`config.mk`:
```
export PLATFORM = sky130hd
export DESIGN_NAME = adc_result_buf
export DESIGN_NICKNAME = d
export VERILOG_FILES = /design/src/rtl/adc_buf_pkg.sv /design/src/rtl/adc_scan_pick.sv /design/src/rtl/adc_result_mem.sv /design/src/rtl/adc_seq_ctrl.sv /design/src/rtl/adc_result_buf.sv
export SDC_FILE = /design/constraint.sdc
export NUM_CORES = 1
export LEC_CHECK = 0
export ABC_AREA = 1
export BUFFER_PORTS_ARGS = -buffer_cell sky130_fd_sc_hd__buf_2
export CORE_MARGIN = 2
export CORE_UTILIZATION = 38
export CTS_CLUSTER_SIZE = 20
export DETAILED_ROUTE_END_ITERATION = 8
export GPL_TIMING_DRIVEN = 0
export PLACE_DENSITY = 0.62
export SLEW_MARGIN = 10
export SYNTH_ARGS = -nofsm -noshare
export SYNTH_HDL_FRONTEND = slang
export SYNTH_SLANG_ARGS = --single-unit
```
`constraint.sdc`:
```
create_clock -name clk -period 4.4 [get_ports clk]
set_clock_uncertainty 0.05 [all_clocks]
set_input_delay 0.44 -clock clk [delete_from_list [all_inputs] [get_ports clk]]
set_output_delay 0.44 -clock clk [all_outputs]
set_load 0.02 [all_outputs]
```
`src/rtl/adc_buf_pkg.sv`:
```
package adc_buf_pkg;
    localparam int RATE_W = 5;

    typedef struct packed {
        logic [RATE_W-1:0] rate;
        logic              chan_idx;
        logic              split;
        logic              alt;
        logic              scan;
    } mode_t;
endpackage

```
`src/rtl/adc_scan_pick.sv`:
```
module adc_scan_pick #(
    parameter int NCH = 16,
    localparam int CHW = $clog2(NCH)
) (
    input  logic [NCH-1:0] mask,
    input  logic [CHW-1:0] start,
    output logic [CHW-1:0] ch,
    output logic           hit
);
    logic [CHW-1:0] idx;

    // Walk offsets from highest to lowest so the nearest set bit wins.
    always_comb begin
        ch  = '0;
        hit = 1'b0;
        idx = '0;
        for (int i = NCH - 1; i >= 0; i--) begin
            idx = start + CHW'(i);
            if (mask[idx]) begin
                ch  = idx;
                hit = 1'b1;
            end
        end
    end
endmodule

```
`src/rtl/adc_result_mem.sv`:
```
module adc_result_mem #(
    parameter int DEPTH = 16,
    parameter int DW    = 12,
    localparam int AW   = $clog2(DEPTH)
) (
    input  logic          clk,
    input  logic          rst_n,
    input  logic          we,
    input  logic [AW-1:0] waddr,
    input  logic [DW-1:0] wdata,
    input  logic [AW-1:0] raddr,
    output logic [DW-1:0] rdata
);
    logic [DW-1:0] mem_d [DEPTH];
    logic [DW-1:0] mem_q [DEPTH];

    always_comb begin
        for (int i = 0; i < DEPTH; i++) begin
            mem_d[i] = mem_q[i];
        end
        if (we) begin
            mem_d[waddr] = wdata;
        end
    end

    always_ff @(posedge clk or negedge rst_n) begin
        if (!rst_n) begin
            for (int i = 0; i < DEPTH; i++) begin
                mem_q[i] <= '0;
            end
        end else begin
            for (int i = 0; i < DEPTH; i++) begin
                mem_q[i] <= mem_d[i];
            end
        end
    end

    assign rdata = mem_q[raddr];
endmodule

```
`src/rtl/adc_seq_ctrl.sv`:
```
module adc_seq_ctrl
    import adc_buf_pkg::*;
#(
    parameter int DEPTH = 16,
    localparam int AW   = $clog2(DEPTH),
    localparam int HALF = DEPTH / 2
) (
    input  logic          clk,
    input  logic          rst_n,
    input  logic          enable,
    input  logic          cfg_we,
    input  mode_t         cfg_in,
    input  logic          irq_clr,
    input  logic          res_valid,
    input  logic [AW-1:0] res_chan,
    input  logic [AW-1:0] sel_a,
    input  logic [AW-1:0] sel_b,
    input  logic [AW-1:0] scan_ch,
    input  logic          scan_hit,
    output logic [AW-1:0] scan_start,
    output logic [AW-1:0] next_ch,
    output logic          wr_en,
    output logic [AW-1:0] wr_addr,
    output logic          irq_pulse,
    output logic          irq_flag,
    output logic          fill_upper
);
    typedef struct packed {
        mode_t             mode;
        logic [RATE_W-1:0] cnt;
        logic [AW-1:0]     wptr;
        logic              half;
        logic              ab;
        logic [AW-1:0]     sptr;
        logic              pulse;
        logic              flag;
    } state_t;

    state_t st_d, st_q;
    logic   accept;
    logic   use_b;
    logic   terminal;
    logic   split_on;

    always_comb begin
        st_d       = st_q;
        st_d.pulse = 1'b0;
        use_b      = st_q.mode.alt & st_q.ab;
        terminal   = (st_q.cnt == st_q.mode.rate);
        split_on   = st_q.mode.split & ~st_q.mode.chan_idx;
        accept     = res_valid & enable & ~cfg_we;

        if (cfg_we) begin
            st_d.mode = cfg_in;
        end

        if (!enable || cfg_we) begin
            st_d.cnt  = '0;
            st_d.wptr = '0;
            st_d.half = 1'b0;
            st_d.ab   = 1'b0;
            st_d.sptr = '0;
        end else if (res_valid) begin
            st_d.ab = st_q.mode.alt ? ~st_q.ab : 1'b0;
            if (!use_b && st_q.mode.scan && scan_hit) begin
                st_d.sptr = scan_ch + AW'(1);
            end
            if (terminal) begin
                st_d.cnt   = '0;
                st_d.pulse = 1'b1;
                if (split_on) begin
                    st_d.half = ~st_q.half;
                    st_d.wptr = st_q.half ? '0 : AW'(HALF);
                end else begin
                    st_d.wptr = '0;
                end
            end else begin
                st_d.cnt  = st_q.cnt + 1'b1;
                st_d.wptr = st_q.wptr + 1'b1;
            end
        end

        if (st_d.pulse) begin
            st_d.flag = 1'b1;
        end else if (irq_clr) begin
            st_d.flag = 1'b0;
        end
    end

    always_ff @(posedge clk or negedge rst_n) begin
        if (!rst_n) begin
            st_q <= '0;
        end else begin
            st_q <= st_d;
        end
    end

    assign scan_start = st_q.sptr;
    assign next_ch    = use_b ? sel_b : (st_q.mode.scan ? scan_ch : sel_a);
    assign wr_en      = accept;
    assign wr_addr    = st_q.mode.chan_idx ? res_chan : st_q.wptr;
    assign irq_pulse  = st_q.pulse;
    assign irq_flag   = st_q.flag;
    assign fill_upper = split_on & st_q.half;
endmodule

```
`src/rtl/adc_result_buf.sv`:
```
module adc_result_buf
    import adc_buf_pkg::*;
#(
    parameter int DEPTH = 16,
    parameter int DW    = 12,
    localparam int AW   = $clog2(DEPTH)
) (
    input  logic              clk,
    input  logic              rst_n,
    input  logic              enable,
    input  logic              cfg_we,
    input  logic [RATE_W-1:0] cfg_rate,
    input  logic              cfg_chan_idx,
    input  logic              cfg_split,
    input  logic              cfg_alt,
    input  logic              cfg_scan,
    input  logic [AW-1:0]     sel_a_ch,
    input  logic [AW-1:0]     sel_b_ch,
    input  logic [DEPTH-1:0]  scan_mask,
    input  logic              res_valid,
    input  logic [DW-1:0]     res_data,
    input  logic [AW-1:0]     res_chan,
    input  logic              irq_clr,
    input  logic [AW-1:0]     rd_idx,
    output logic [AW-1:0]     next_ch,
    output logic              irq_pulse,
    output logic              irq_flag,
    output logic              fill_upper,
    output logic [DW-1:0]     rd_data
);
    mode_t         cfg_in;
    logic [AW-1:0] scan_start;
    logic [AW-1:0] scan_ch;
    logic          scan_hit;
    logic          wr_en;
    logic [AW-1:0] wr_addr;

    assign cfg_in = '{rate: cfg_rate, chan_idx: cfg_chan_idx, split: cfg_split,
                      alt: cfg_alt, scan: cfg_scan};

    adc_scan_pick #(.NCH(DEPTH)) u_pick (
        .mask  (scan_mask),
        .start (scan_start),
        .ch    (scan_ch),
        .hit   (scan_hit)
    );

    adc_seq_ctrl #(.DEPTH(DEPTH)) u_seq (
        .clk        (clk),
        .rst_n      (rst_n),
        .enable     (enable),
        .cfg_we     (cfg_we),
        .cfg_in     (cfg_in),
        .irq_clr    (irq_clr),
        .res_valid  (res_valid),
        .res_chan   (res_chan),
        .sel_a      (sel_a_ch),
        .sel_b      (sel_b_ch),
        .scan_ch    (scan_ch),
        .scan_hit   (scan_hit),
        .scan_start (scan_start),
        .next_ch    (next_ch),
        .wr_en      (wr_en),
        .wr_addr    (wr_addr),
        .irq_pulse  (irq_pulse),
        .irq_flag   (irq_flag),
        .fill_upper (fill_upper)
    );

    adc_result_mem #(.DEPTH(DEPTH), .DW(DW)) u_mem (
        .clk   (clk),
        .rst_n (rst_n),
        .we    (wr_en),
        .waddr (wr_addr),
        .wdata (res_data),
        .raddr (rd_idx),
        .rdata (rd_data)
    );
endmodule

```
Word-level counts from Yosys, hierarchy flattened
Index checks and enable logic that the tools add are counted.

$add $sub $neg: 18. Multipliers: 0. Div/mod/pow operators: 0. $lt $le $gt $ge: 19. Equal/unequal tests: 1. Shift-type cells: 0. Mux-type cells: 86. Bitwise logic cells: 11. Reduce and logical (&&, ||, !) cells: 13.

Operators with widths (count): $bwmux 192 (1); $mux 4 (22); $lt 4x5->1 const B (16); $bmux 1 s4 (16); $bmux 12 s4 (1); $demux 12 s4 (1); $mux 1 (39); $mux 12 (3); $add 4x4->4 const B (8); $add 4x3->4 const B (4); $mux 16 (1); $mux 15 (1); $add 4x1->4 const B (3); $ge 5x5->1 const B (2); $not 4->5 (2); $reduce_bool 2->1 (5); $mux 9 (1); $add 4x2->4 const B (2); $add 5x1->5 const B (1); $and 1x1->1 (5); $eq 5x5->1 (1); $lt 5x1->1 const B (1); $not 1->1 (4); $logic_and 1x1->1 (3); 4 further kinds (5).

Bits in registers: 218. Bits in latches: 0. Bits in writable memories: 0. Memory bits (read-only): 0. Word-level logic and storage cells: 176. Memories kept: 0.

Longest topological paths before layout
Depth in word-level cells: 24. Depth in mapped cells: 32. Mapped depth without buffers: 30.

By module
A second synthesis with hierarchy kept.

Cell total of the unflattened synthesis: 1785. Area, all modules: 12408.2 um2.

By module, submodules not included: adc_result_mem (instances 1, cells an instance 1243, area each 9231.4 um2, sequential area each 4804.6 um2); adc_scan_pick (instances 1, cells an instance 364, area each 1720.4 um2, sequential area each 0.0 um2); adc_seq_ctrl (instances 1, cells an instance 178, area each 1456.4 um2, sequential area each 650.6 um2).

Worst setup path before layout
Ideal clock, no wire load.

Kind: reg2out. Start: reg u_seq.st_q (netlist bit u_seq.scan_start[1]). End: out next_ch[0]. Arrival: 2959 ps. Slack: 951 ps. Cell stages (with the launch flop): 28. Path buffers: 2. Cell sequence: dfrtp_1 > inv_2 > buf_2 > ha_1 > inv_1 > clkbuf_8 > nand3_1 > nand3_1 > nand2_1 > nand2_2 > nand2_4 > o21ai_1 > nand2_1 > nand2_1 > nand2_1 > nand2_1 > nand2_1 > nand2_1 > nand2_1 > nand2_1 > nand2_1 > nand2_1 > nand2_1 > nand2_1 > nand2_2 > nand2_4 > nor2_1 > o21ai_0.

Cells in the longest elaborated chain, start to end: 21. Elaborated cells between the ends (all ways): 65.

Ends and longest elaborated chain: start: declaration (RTL line adc_seq_ctrl.sv:39) `state_t st_d, st_q;`; start signal: assignment (RTL line adc_seq_ctrl.sv:94) `st_q <= st_d;`; $add 4x4->4 (RTL line adc_scan_pick.sv:18) `idx = start + CHW'(i);`; $bmux 1 s4 (RTL line adc_scan_pick.sv:19) `if (mask[idx]) begin`; $mux 1 (not written as such) (RTL line adc_scan_pick.sv:19); $mux 4 (15 in a row) (RTL line adc_scan_pick.sv:19); $mux 4 (*) (RTL line adc_scan_pick.sv:19); $mux 4 (*) (2 in a row) (RTL line adc_seq_ctrl.sv:99) `assign next_ch = use_b ? sel_b : (st_q.mode.scan ? scan_ch : sel_a);`; end: declaration (RTL line adc_result_buf.sv:25) `output logic [AW-1:0] next_ch,`.

Mark *: on every way between the ends. The rest lies on a longest branch, timed or not. The select of a mux whose other input is x is not followed.

Final worst setup path
Start: reg u_seq.st_q (netlist bit u_seq.scan_start[0]). End: out next_ch[1].

Same word-level chain as after synthesis.

==> impl_metrics.yaml <==
power_and_ir_drop:
  clkPwrFrac_pct: 35.8
  combPwrFrac_pct: 19.7
  p_leak_nw: 6.461
  seq_power_share_pct: 44.5
  power.switching_mw: 1.716
  peakVddDrop_v: 0.0002550
  power.density_nw_per_um2: 409.3
  swShare_pct: 30.66
  p_int_mw: 3.880
grt:
  grt_first_pass_wirelength_mm: 60.15
  grt_pass1_vias: 10559
  overflow: 0
  antenna_found_initial: 0
  grt_max_degree: 89
  gr-usage-all-layers_pct: 23.29
synth:
  synth_top_family_by_area: "compound AO/OA/AOI/OAI gates"
  synth_edf_count: 0
  async_reset_ff_share_pct: 100.0
  synthAdderAreaFrac_pct: 1.058
  syn_inst: 1508
  synth_ff_type: "dfrtp_1"
  synthSimpleGateAreaFrac_pct: 19.48
  synth_compound_area_share_pct: 20.04
  avgSynthCellArea_um2: 7.843
  synth_top_cell_area_share_pct: 46.12
  yosys.area_share.xor_xnor_pct: 1.312
  synth-seq-cells: 218
  synthMuxAreaShare_pct: 4.253
  syn_area_um2: 11830
  synth_top_cell_by_area: "dfrtp_1"
  synth_common_cells: "406 x nand2_1, 292 x o21ai_0, 218 x dfrtp_1"
  synth_nets: 1577
  synthTopCellsByArea: "dfrtp_1 46%, nand2_1 13%, o21ai_0 12%"
  yosysSeqAreaShare_pct: 46.12
  ys_warn_count: 0
  yosysUniqueCellTypes: 45
  yosysMostFrequentCell: "nand2_1"
sta:
  tns_ns: 0
  setup_ws_ns: 0.3106
  max_clock_freq_ghz: 0.2445
  slew_viol_final: 0
  setup_viol: 0
  rsz0062_at_grt: "false"
  timing.final.crit_period_ns: 4.089
  max-slew-margin-rel_pct: 26.67
  tightest_slew_ns: 1.100
  finalHoldViolations: 0
  period_share_pct: 92.94
cts:
  cts.reportedPaths.clkPinSlew_ns: 0.06
  cts_sinks: 218
  clkLatencyLatePin_ns: 0.52
  numCtsBuffers: 23
  cts_root_buf: "clkbuf_16"
  tritoncts: "yes"
  cts_buffer_depth: 3
  h-tree-depth: 1
detailed_routing:
  ant_nets: 0
  viasPerCell: 5.443
  wl_mm: 37.86
  drc: 0
  first_pass_iters: 6
  vias: 11061
  drt_iter0_markers: 1215
  routedWlPerCell_um: 18.63
setup_path:
  crit_end: "next_ch[1]"
  start_kind: "flop"
  cp_data_arrival_time_ns: 3.60
  startpoint: "u_seq.scan_start[0]"
  r2r_end: "u_seq.scan_start[1]"
  worstSetupPathType: "reg2out"
  slowest_stage: "dfrtp_1"
  ff2ff_path_depth: 30
  required_ns: 3.91
  cpMostUsedCell: "nand2_1"
  cp_max_fo: 12
  slowest_delay_ns: 0.40
  critPathCaptureType: "output port"
  rr_startpoint: "u_seq.scan_start[0]"
  reg2reg_slack_ns: 1.01
placed_design:
  hpwl_mm: 27.28
  dp_worst_setup_slack_ns: 0.3667
  gp_congestion: 0.9364
  dpl_cell_area_um2: 12760
  port_buffers: 74
floorplan:
  die_w_um: 180.4
  die_y_um: 180.4
  start_util_pct: 38.67
  die_area_um2: 32550
  core_um2: 30590
  num_io_pins: 78
  fp-row-count: 64
finish:
  area_growth_pct: 15.60
  final_core_util_pct: 44.70
  drive_above_1_share_pct: 11.43
  fin_nets: 1689
  postLayoutCellArea_um2: 13670
  n_antenna_cell: 0
outcome:
  status: "finished clean"
hold_path:
  hp-class: "in2reg"
job:
  max_cap_viol_count: 0
through the flow:
stage	total power, mW	instances	hold WS [ns]
6_report	5.596	2032	0.07097
5_1_grt	5.905	2032	0.06891
4_1_cts	5.594	2021	0.05925
3_5_place_dp	3.590	1980	0.3130
3_3_place_gp	3.552	1978	0.4108
2_1_floorplan	3.205	1508	0.09441
routing by layer:
metal,share of wire (%),wire length [µm],up-vias,global-route usage [%]
met2,43,16200,429,34.85
met1,46,17560,5318,34.80
met3,7.7,2925,74,3.658
met5,0,0,-,0
li1,-,-,5240,-
met4,3.1,1181,0,6.645
logic make-up after synthesis:
| logic type | after synthesis |
|---|---|
| XOR/XNOR | 13 |
| adder cells (fa/ha/maj) | 10 |
| buffers and inverters | 222 |
| AND/OR/NAND/NOR | 554 |
| multiplexers | 50 |
| flip-flops | 218 |
| AO/OA/AOI/OAI | 441 |
area by class of cell:
class / instances / area [µm²]
fillers: 3104 / 16920
multi-input cells: 1068 / 5502
clock buffers: 35 / 670.6
inverters: 132 / 515.5
plain buffers: 88 / 396.6
flip-flops and latches: 218 / 5458
well taps: 396 / 495.5
clock inverters: 6 / 95.09
repair buffers: 89 / 540.5
what timing repair did:
item,CTS,global route
gates resized for setup,2,20
pin swaps,0,3
hold buffers,1,0
hold endpoints to repair,46,0
endpoints found under the setup margin,4,4
setup buffers,0,12
flip-flops by register name, summed over array words and instances, names as in the netlist:
name	count
u_seq.irq_flag	1
u_mem.mem_q	192
u_seq.irq_pulse	1
u_seq.st_q	20
u_seq.scan_start	4
critical path: cells and delay by family, from the launching register on:
kind / cells / cell delay [ns]
simple gates: 20 / 1.30
flops: 1 / 0.40
buf+inv: 6 / 0.88
fa+ha+maj: 1 / 0.23
compound gates: 2 / 0.25
cell usage in the layout, fill, tap and decap left out, types with 3 or more instances in the layout:
master	netlist	final
a21oi_1	78	76
inv_1	125	124
buf_6	7	6
dfrtp_1	218	216
o21ai_0	292	292
o211ai_1	48	48
ha_1	10	9
nand3_1	77	74
o21ai_1	6	6
nor2_1	34	33
xor2_1	7	7
clkbuf_16	0	23
inv_2	4	3
nand3_2	2	5
buf_2	2	72
nand2_4	6	6
buf_1	8	8
mux2i_1	48	48
or2_2	4	4
nand4_1	3	3
clkbuf_1	71	78
clkinv_2	0	3
nand2_1	406	403
nand2_2	17	20
buf_4	0	14
o22ai_1	5	5
clkbuf_8	2	7
worst min-delay path by stage:
stage,to,slack [ns],cells past startpoint,start
4_1_cts,u_seq.irq_flag,0.06,2,irq_clr
3_5_place_dp,u_seq.st_q[17],0.31,1,rst_n
6_report,u_seq.irq_flag,0.07,2,irq_clr
5_1_grt,u_seq.irq_flag,0.07,2,irq_clr
3_3_place_gp,u_mem.mem_q[134],0.41,2,u_mem.mem_q[134]
2_1_floorplan,u_mem.mem_q[0],0.09,0,rst_n
power by group through the flow:
stage	clock, mW	sequential, mW	combinational (mW)
6_report	2.00	2.49	1.10
5_1_grt	2.12	2.53	1.26
4_1_cts	2.03	2.48	1.08
3_5_place_dp	0	2.52	1.07
3_3_place_gp	0	2.50	1.05
2_1_floorplan	0	2.47	0.736
Power figures use the tool's default switching activity.
